### config.mk
export PLATFORM = sky130hd
export DESIGN_NAME = arith_unit
export DESIGN_NICKNAME = d
export VERILOG_FILES = /design/src/rtl/au_pkg.sv /design/src/rtl/au_bitcount.sv /design/src/rtl/au_shift_rot.sv /design/src/rtl/au_lfsr.sv /design/src/rtl/arith_unit.sv
export SDC_FILE = /design/constraint.sdc
export NUM_CORES = 2
export LEC_CHECK = 0
export ABC_AREA = 1
export CELL_PAD_IN_SITES_DETAIL_PLACEMENT = 1
export CELL_PAD_IN_SITES_GLOBAL_PLACEMENT = 1
export CORE_ASPECT_RATIO = 0.5
export CORE_UTILIZATION = 25
export DETAILED_ROUTE_END_ITERATION = 8
export PLACE_DENSITY = 0.49
export SETUP_SLACK_MARGIN = 0.5
export SYNTH_ARGS = -nofsm -noshare
export SYNTH_HDL_FRONTEND = slang
export SYNTH_SLANG_ARGS = --single-unit
### constraint.sdc
create_clock -name clk -period 22.9 [get_ports clk]
set_input_delay 3.435 -clock clk [delete_from_list [all_inputs] [get_ports clk]]
set_output_delay 3.435 -clock clk [all_outputs]
set_load 0.01 [all_outputs]
### src/rtl/au_pkg.sv
package au_pkg;

  typedef enum logic [3:0] {
    OP_ADD   = 4'd0,
    OP_SUB   = 4'd1,
    OP_MUL   = 4'd2,
    OP_MULU  = 4'd3,
    OP_SHR   = 4'd4,
    OP_SHL   = 4'd5,
    OP_ROR   = 4'd6,
    OP_ROL   = 4'd7,
    OP_PCNT  = 4'd8,
    OP_PCNTZ = 4'd9,
    OP_PCNTC = 4'd10,
    OP_RND   = 4'd11
  } au_op_e;

  // Low two code bits select the shifter variant for codes 4..7
  typedef enum logic [1:0] {
    SH_RIGHT  = 2'd0,
    SH_LEFT   = 2'd1,
    ROT_RIGHT = 2'd2,
    ROT_LEFT  = 2'd3
  } au_shmode_e;

endpackage

### src/rtl/au_bitcount.sv
module au_bitcount #(
  parameter int W  = 32,
  parameter int CW = $clog2(W + 1)
) (
  input  logic [W-1:0]  a,
  output logic [CW-1:0] ones,
  output logic [CW-1:0] flips
);

  always_comb begin
    ones = '0;
    for (int i = 0; i < W; i++) begin
      ones = ones + CW'(a[i]);
    end
  end

  always_comb begin
    flips = '0;
    for (int i = 0; i < W - 1; i++) begin
      flips = flips + CW'(a[i] ^ a[i+1]);
    end
  end

endmodule

### src/rtl/au_shift_rot.sv
module au_shift_rot
  import au_pkg::*;
#(
  parameter int W    = 32,
  parameter int SH_W = $clog2(W)
) (
  input  logic [W-1:0]    a,
  input  logic [SH_W-1:0] amt,
  input  logic [1:0]      mode,
  output logic [W-1:0]    y
);

  logic [2*W-1:0] dbl;
  logic [2*W-1:0] dbl_r;
  logic [2*W-1:0] dbl_l;

  assign dbl   = {a, a};
  assign dbl_r = dbl >> amt;
  assign dbl_l = dbl << amt;

  always_comb begin
    case (au_shmode_e'(mode))
      SH_RIGHT:  y = a >> amt;
      SH_LEFT:   y = a << amt;
      ROT_RIGHT: y = dbl_r[W-1:0];
      default:   y = dbl_l[2*W-1:W];
    endcase
  end

endmodule

### src/rtl/au_lfsr.sv
module au_lfsr #(
  parameter int           W    = 32,
  parameter logic [W-1:0] SEED = W'(1),
  parameter logic [W-1:0] TAPS = W'(32'h8020_0003)
) (
  input  logic         clk,
  input  logic         rst,
  input  logic         step,
  output logic [W-1:0] state
);

  logic         fb;
  logic [W-1:0] state_nx;

  assign fb       = ^(state & TAPS);
  assign state_nx = {state[W-2:0], fb};

  always_ff @(posedge clk) begin
    if (rst) begin
      state <= SEED;
    end else if (step) begin
      state <= state_nx;
    end
  end

endmodule

### src/rtl/arith_unit.sv
module arith_unit
  import au_pkg::*;
#(
  parameter int              WIDTH     = 32,
  parameter int              IMM_W     = 16,
  parameter bit              HAS_MUL   = 1'b1,
  parameter logic [WIDTH-1:0] LFSR_SEED = WIDTH'(1),
  parameter logic [WIDTH-1:0] LFSR_TAPS = WIDTH'(32'h8020_0003)
) (
  input  logic             clk,
  input  logic             rst,
  input  logic [3:0]       op_sel,
  input  logic             use_imm,
  input  logic [WIDTH-1:0] opa,
  input  logic [WIDTH-1:0] opb_reg,
  input  logic [IMM_W-1:0] imm,
  output logic [WIDTH-1:0] result,
  output logic             carry
);

  localparam int CW   = $clog2(WIDTH + 1);
  localparam int SH_W = $clog2(WIDTH);
  localparam int PADW = WIDTH - CW;

  // Operand B selection
  logic             is_addsub;
  logic [WIDTH-1:0] imm_sx;
  logic [WIDTH-1:0] imm_zx;
  logic [WIDTH-1:0] opb;

  assign is_addsub = (op_sel == OP_ADD) || (op_sel == OP_SUB);
  assign imm_sx    = {{(WIDTH-IMM_W){imm[IMM_W-1]}}, imm};
  assign imm_zx    = {{(WIDTH-IMM_W){1'b0}}, imm};
  assign opb       = !use_imm ? opb_reg : (is_addsub ? imm_sx : imm_zx);

  // Adder / subtractor with carry out
  logic [WIDTH:0] sum_w;
  logic [WIDTH:0] diff_w;

  assign sum_w  = {1'b0, opa} + {1'b0, opb};
  assign diff_w = {1'b0, opa} + {1'b0, ~opb} + {{WIDTH{1'b0}}, 1'b1};

  // Optional multiplier: low word is the same for signed and unsigned
  logic [WIDTH-1:0] mul_lo;

  generate
    if (HAS_MUL) begin : g_mul
      assign mul_lo = opa * opb;
    end else begin : g_nomul
      assign mul_lo = '0;
    end
  endgenerate

  // Shifter / rotator
  logic [WIDTH-1:0] shr_y;

  au_shift_rot #(
    .W    (WIDTH),
    .SH_W (SH_W)
  ) u_shift (
    .a    (opa),
    .amt  (opb[SH_W-1:0]),
    .mode (op_sel[1:0]),
    .y    (shr_y)
  );

  // Bit statistics
  logic [CW-1:0] ones_cnt;
  logic [CW-1:0] flip_cnt;
  logic [CW-1:0] zero_cnt;

  au_bitcount #(
    .W  (WIDTH),
    .CW (CW)
  ) u_count (
    .a     (opa),
    .ones  (ones_cnt),
    .flips (flip_cnt)
  );

  assign zero_cnt = CW'(WIDTH) - ones_cnt;

  // Random source
  logic             lfsr_step;
  logic [WIDTH-1:0] lfsr_q;

  assign lfsr_step = (op_sel == OP_RND);

  au_lfsr #(
    .W    (WIDTH),
    .SEED (LFSR_SEED),
    .TAPS (LFSR_TAPS)
  ) u_lfsr (
    .clk   (clk),
    .rst   (rst),
    .step  (lfsr_step),
    .state (lfsr_q)
  );

  // Result select
  logic [WIDTH-1:0] res_nx;
  logic             cy_nx;

  always_comb begin
    res_nx = '0;
    cy_nx  = 1'b0;
    case (op_sel)
      OP_ADD: begin
        res_nx = sum_w[WIDTH-1:0];
        cy_nx  = sum_w[WIDTH];
      end
      OP_SUB: begin
        res_nx = diff_w[WIDTH-1:0];
        cy_nx  = diff_w[WIDTH];
      end
      OP_MUL, OP_MULU:                 res_nx = mul_lo;
      OP_SHR, OP_SHL, OP_ROR, OP_ROL:  res_nx = shr_y;
      OP_PCNT:                         res_nx = {{PADW{1'b0}}, ones_cnt};
      OP_PCNTZ:                        res_nx = {{PADW{1'b0}}, zero_cnt};
      OP_PCNTC:                        res_nx = {{PADW{1'b0}}, flip_cnt};
      OP_RND:                          res_nx = lfsr_q;
      default: begin
        res_nx = '0;
        cy_nx  = 1'b0;
      end
    endcase
  end

  always_ff @(posedge clk) begin
    if (rst) begin
      result <= '0;
      carry  <= 1'b0;
    end else begin
      result <= res_nx;
      carry  <= cy_nx;
    end
  end

endmodule

==> impl_results.md <==
* Status: finished, final reports clean
* Post-CTS Hold Fix Bufs at 0
* Grt ovf at 0
* Fill count at 14100
* Max-cap violation count at 0
* Synth area leaders: fa_1 32%, nand2_1 13%, inv_1 11%, ha_1 9.0%, nor2_1 4.8%
* Starting density of the core at 25.3%
* Clk sinks at 65
* Type of origin of the critical path: input pin
* # resized after CTS at 0
* Synthesized Nets at 4986
* Period utilization at 54.1%
* Crit-path max FO at 28
* Synthesized area per cell at 6.75 um2
* CTS clk-pin slew, worst paths at 0.06 ns
* Mapped Area at 28600 um2
* Met2 Use GR at 42.6%
* Area leader, netlist: fa_1
* TritonCTS clock tree: built
* Count leader, synth: nand2_1
* DR pass1 iterations at 5
* Final Skew at 0.0108 ns
* Asr flop ratio synth at 0%
* DIE WIDTH at 480 um
* Minimum clock period at 12.39 ns
* H-Tree Depth at 3
* GRT Util Overall at 26.7%
* Postcts setup bufs at 0
* Met3 usage at 2.80%
* Gpl congestion at 0.969
* DP Cell Count at 5735
* Clock Tree Buf Depth at 2
* Crit Path Class: in -> reg
* Seq. cell area at 1300 um2
* Synth top area share at 32.0%
* Critical Path RT at 23.13 ns
* Routed Antenna Nets at 0
* Vias in the first global route at 30200
* Share of cells above drive strength 1 at 3.66%
* Final wirelength at 155 mm
* Global-route wire length before repair at 221 mm
* Finished Layout Cells at 5750
* Worst-margin pin slew at 1.17 ns
* RSZ-0062 raised after global routing: false
* Yosys cell types at 61
* DP Worst Slack at 10.16 ns
* Top post-synthesis cells by count: 994 x nand2_1, 831 x inv_1, 457 x fa_1, 369 x nor2_1, 255 x o21ai_0
* Fmax at 0.0807 GHz
* EDFF count, synth at 0
* Total CTS buffers at 9
* Endpoints failing setup at 0
* Final setup margin at 10.51 ns
* Largest stage delay on the critical path at 0.56 ns
* Multi-input gate area at 23200 um2
* Placeable Area at 113000 um2
* Row count at 87
* Sequential share of the synthesized area at 4.55%
* YS warnings at 0
* Slowest CP cell: fa_1
* Die Ht at 241 um
* Mapped Cells at 4237
* Initial antenna violation count at 14
* Fin nets at 4982
* Iteration-0 DRC Markers at 2443
* Worst EP arrival at 12.62 ns
* Hold Violations, Final at 0
* Layout Utilization at 27.9%
* Pins over their slew limit at 0
* Post-synthesis register bit count at 65
* Clk root buf: clkbuf_16
* Port bufs at 119
* Setup TNS at 0 ns
* Largest net degree at the start of global routing at 83
* Die area at 116000 um2
* Worst Hold Class: reg -> reg
* Busiest grt layer: met2
* DRC at 0
* Vias per inst at 5.03
* Drt wl/cell at 26.9 um
* Met1 usage at 38.8%
* Worst Setup End Kind: register
* Via Count at 28900
* Worst-Skew Late Latency at 0.34 ns
* P&R area growth vs syn at 10.5%
* Final HPWL DP at 124 mm
* Top_reg_cell synth: dfxtp_1
* Slew headroom at 22.2%
* IO Pins at 120
==> cell families (layout without fill, tap and decap cells) <==
| kind of cell | Yosys count | count (layout) | share of synthesized area [%] |
|---|---|---|---|
| other | 0 | 1 | 0 |
| buffers and inverters | 1060 | 1059 | 14.5 |
| AO/OA/AOI/OAI | 722 | 722 | 13.8 |
| adder cells (fa/ha/maj) | 662 | 662 | 40.9 |
| multiplexers | 28 | 28 | 0.980 |
| XOR/XNOR | 69 | 69 | 2.14 |
| AND/OR/NAND/NOR | 1631 | 1631 | 23.1 |
| flip-flops | 65 | 65 | 4.55 |
==> per-stage QoR <==
step / cell area (um2) / hold WS [ns]
finish: 31600 / 0.462
detailed placement: 31300 / 0.454
global placement: 31300 / 0.448
CTS: 31600 / 0.463
floorplan: 28600 / 0.441
global route: 31600 / 0.475
==> final timing paths <==
kind,start,to,slack (ns),cells after the start
worst min-delay path,u_lfsr.state[2]$_SDFFE_PP0N_,u_lfsr.state[2]$_SDFFE_PP0N_,0.46,2
worst max-delay path,op_sel[1],result[30]$_SDFF_PP0_,10.51,33
worst max register to register,u_lfsr.state[5]$_SDFFE_PP0N_,result[5]$_SDFF_PP0_,20.91,6
worst min register to register,u_lfsr.state[2]$_SDFFE_PP0N_,u_lfsr.state[2]$_SDFFE_PP0N_,0.46,2
==> cells in the final DEF, fill, tap and decap left out, drive strengths merged, types with 3 or more instances in the layout <==
cell / count
clkinv: 11
a31oi: 7
o21bai: 7
a41oi: 4
a311oi: 3
a21oi: 252
o2111ai: 6
xor2: 35
a211oi: 7
xnor2: 34
o221ai: 8
nand2: 1008
nand4: 26
clkbuf: 11
nor4: 6
o311ai: 3
fa: 457
or2: 40
o21a: 7
o211ai: 15
o22ai: 10
inv: 841
a21o: 8
nor2: 371
ha: 205
buf: 82
dfxtp: 65
a221oi: 5
a22oi: 4
nor3: 16
a21boi: 5
clkdlybuf4s50: 112
mux2i: 28
o21ai: 362
nor3b: 3
nand3: 156
==> registers in the layout (all words and copies together), names as in the netlist <==
name,flops
carry,1
u_lfsr.state,32
result,32
==> metal layers <==
layer	vias up	share of wire (%)	wire length, um
met2	747	44	67700
met4	2	2.1	3190
met1	15100	48	74900
met5	-	0.0084	13
met3	118	5.6	8700
li1	13000	-	-
==> critical path: cells and delay by family <==
kind | cells | cell delay (ns)
adder cells (fa/ha/maj) | 9 | 4.47
AND/OR/NAND/NOR | 15 | 2.65
buffers and inverters | 8 | 1.65
AO/OA/AOI/OAI | 1 | 0.36
==> area by class of cell <==
class,count,area share (%)
Tap cell,1513,5.99
Antenna cell,1,0.00792
Clock buffer,11,0.800
Sequential cell,65,4.12
Multi-Input combinational cell,3112,73.3
Clock inverter,3,0.206
Inverter,851,10.1
Timing Repair Buffer,194,5.44
Power is not shown: default switching activity piles up to over one toggle a cycle in this logic, so the estimate is an artifact.
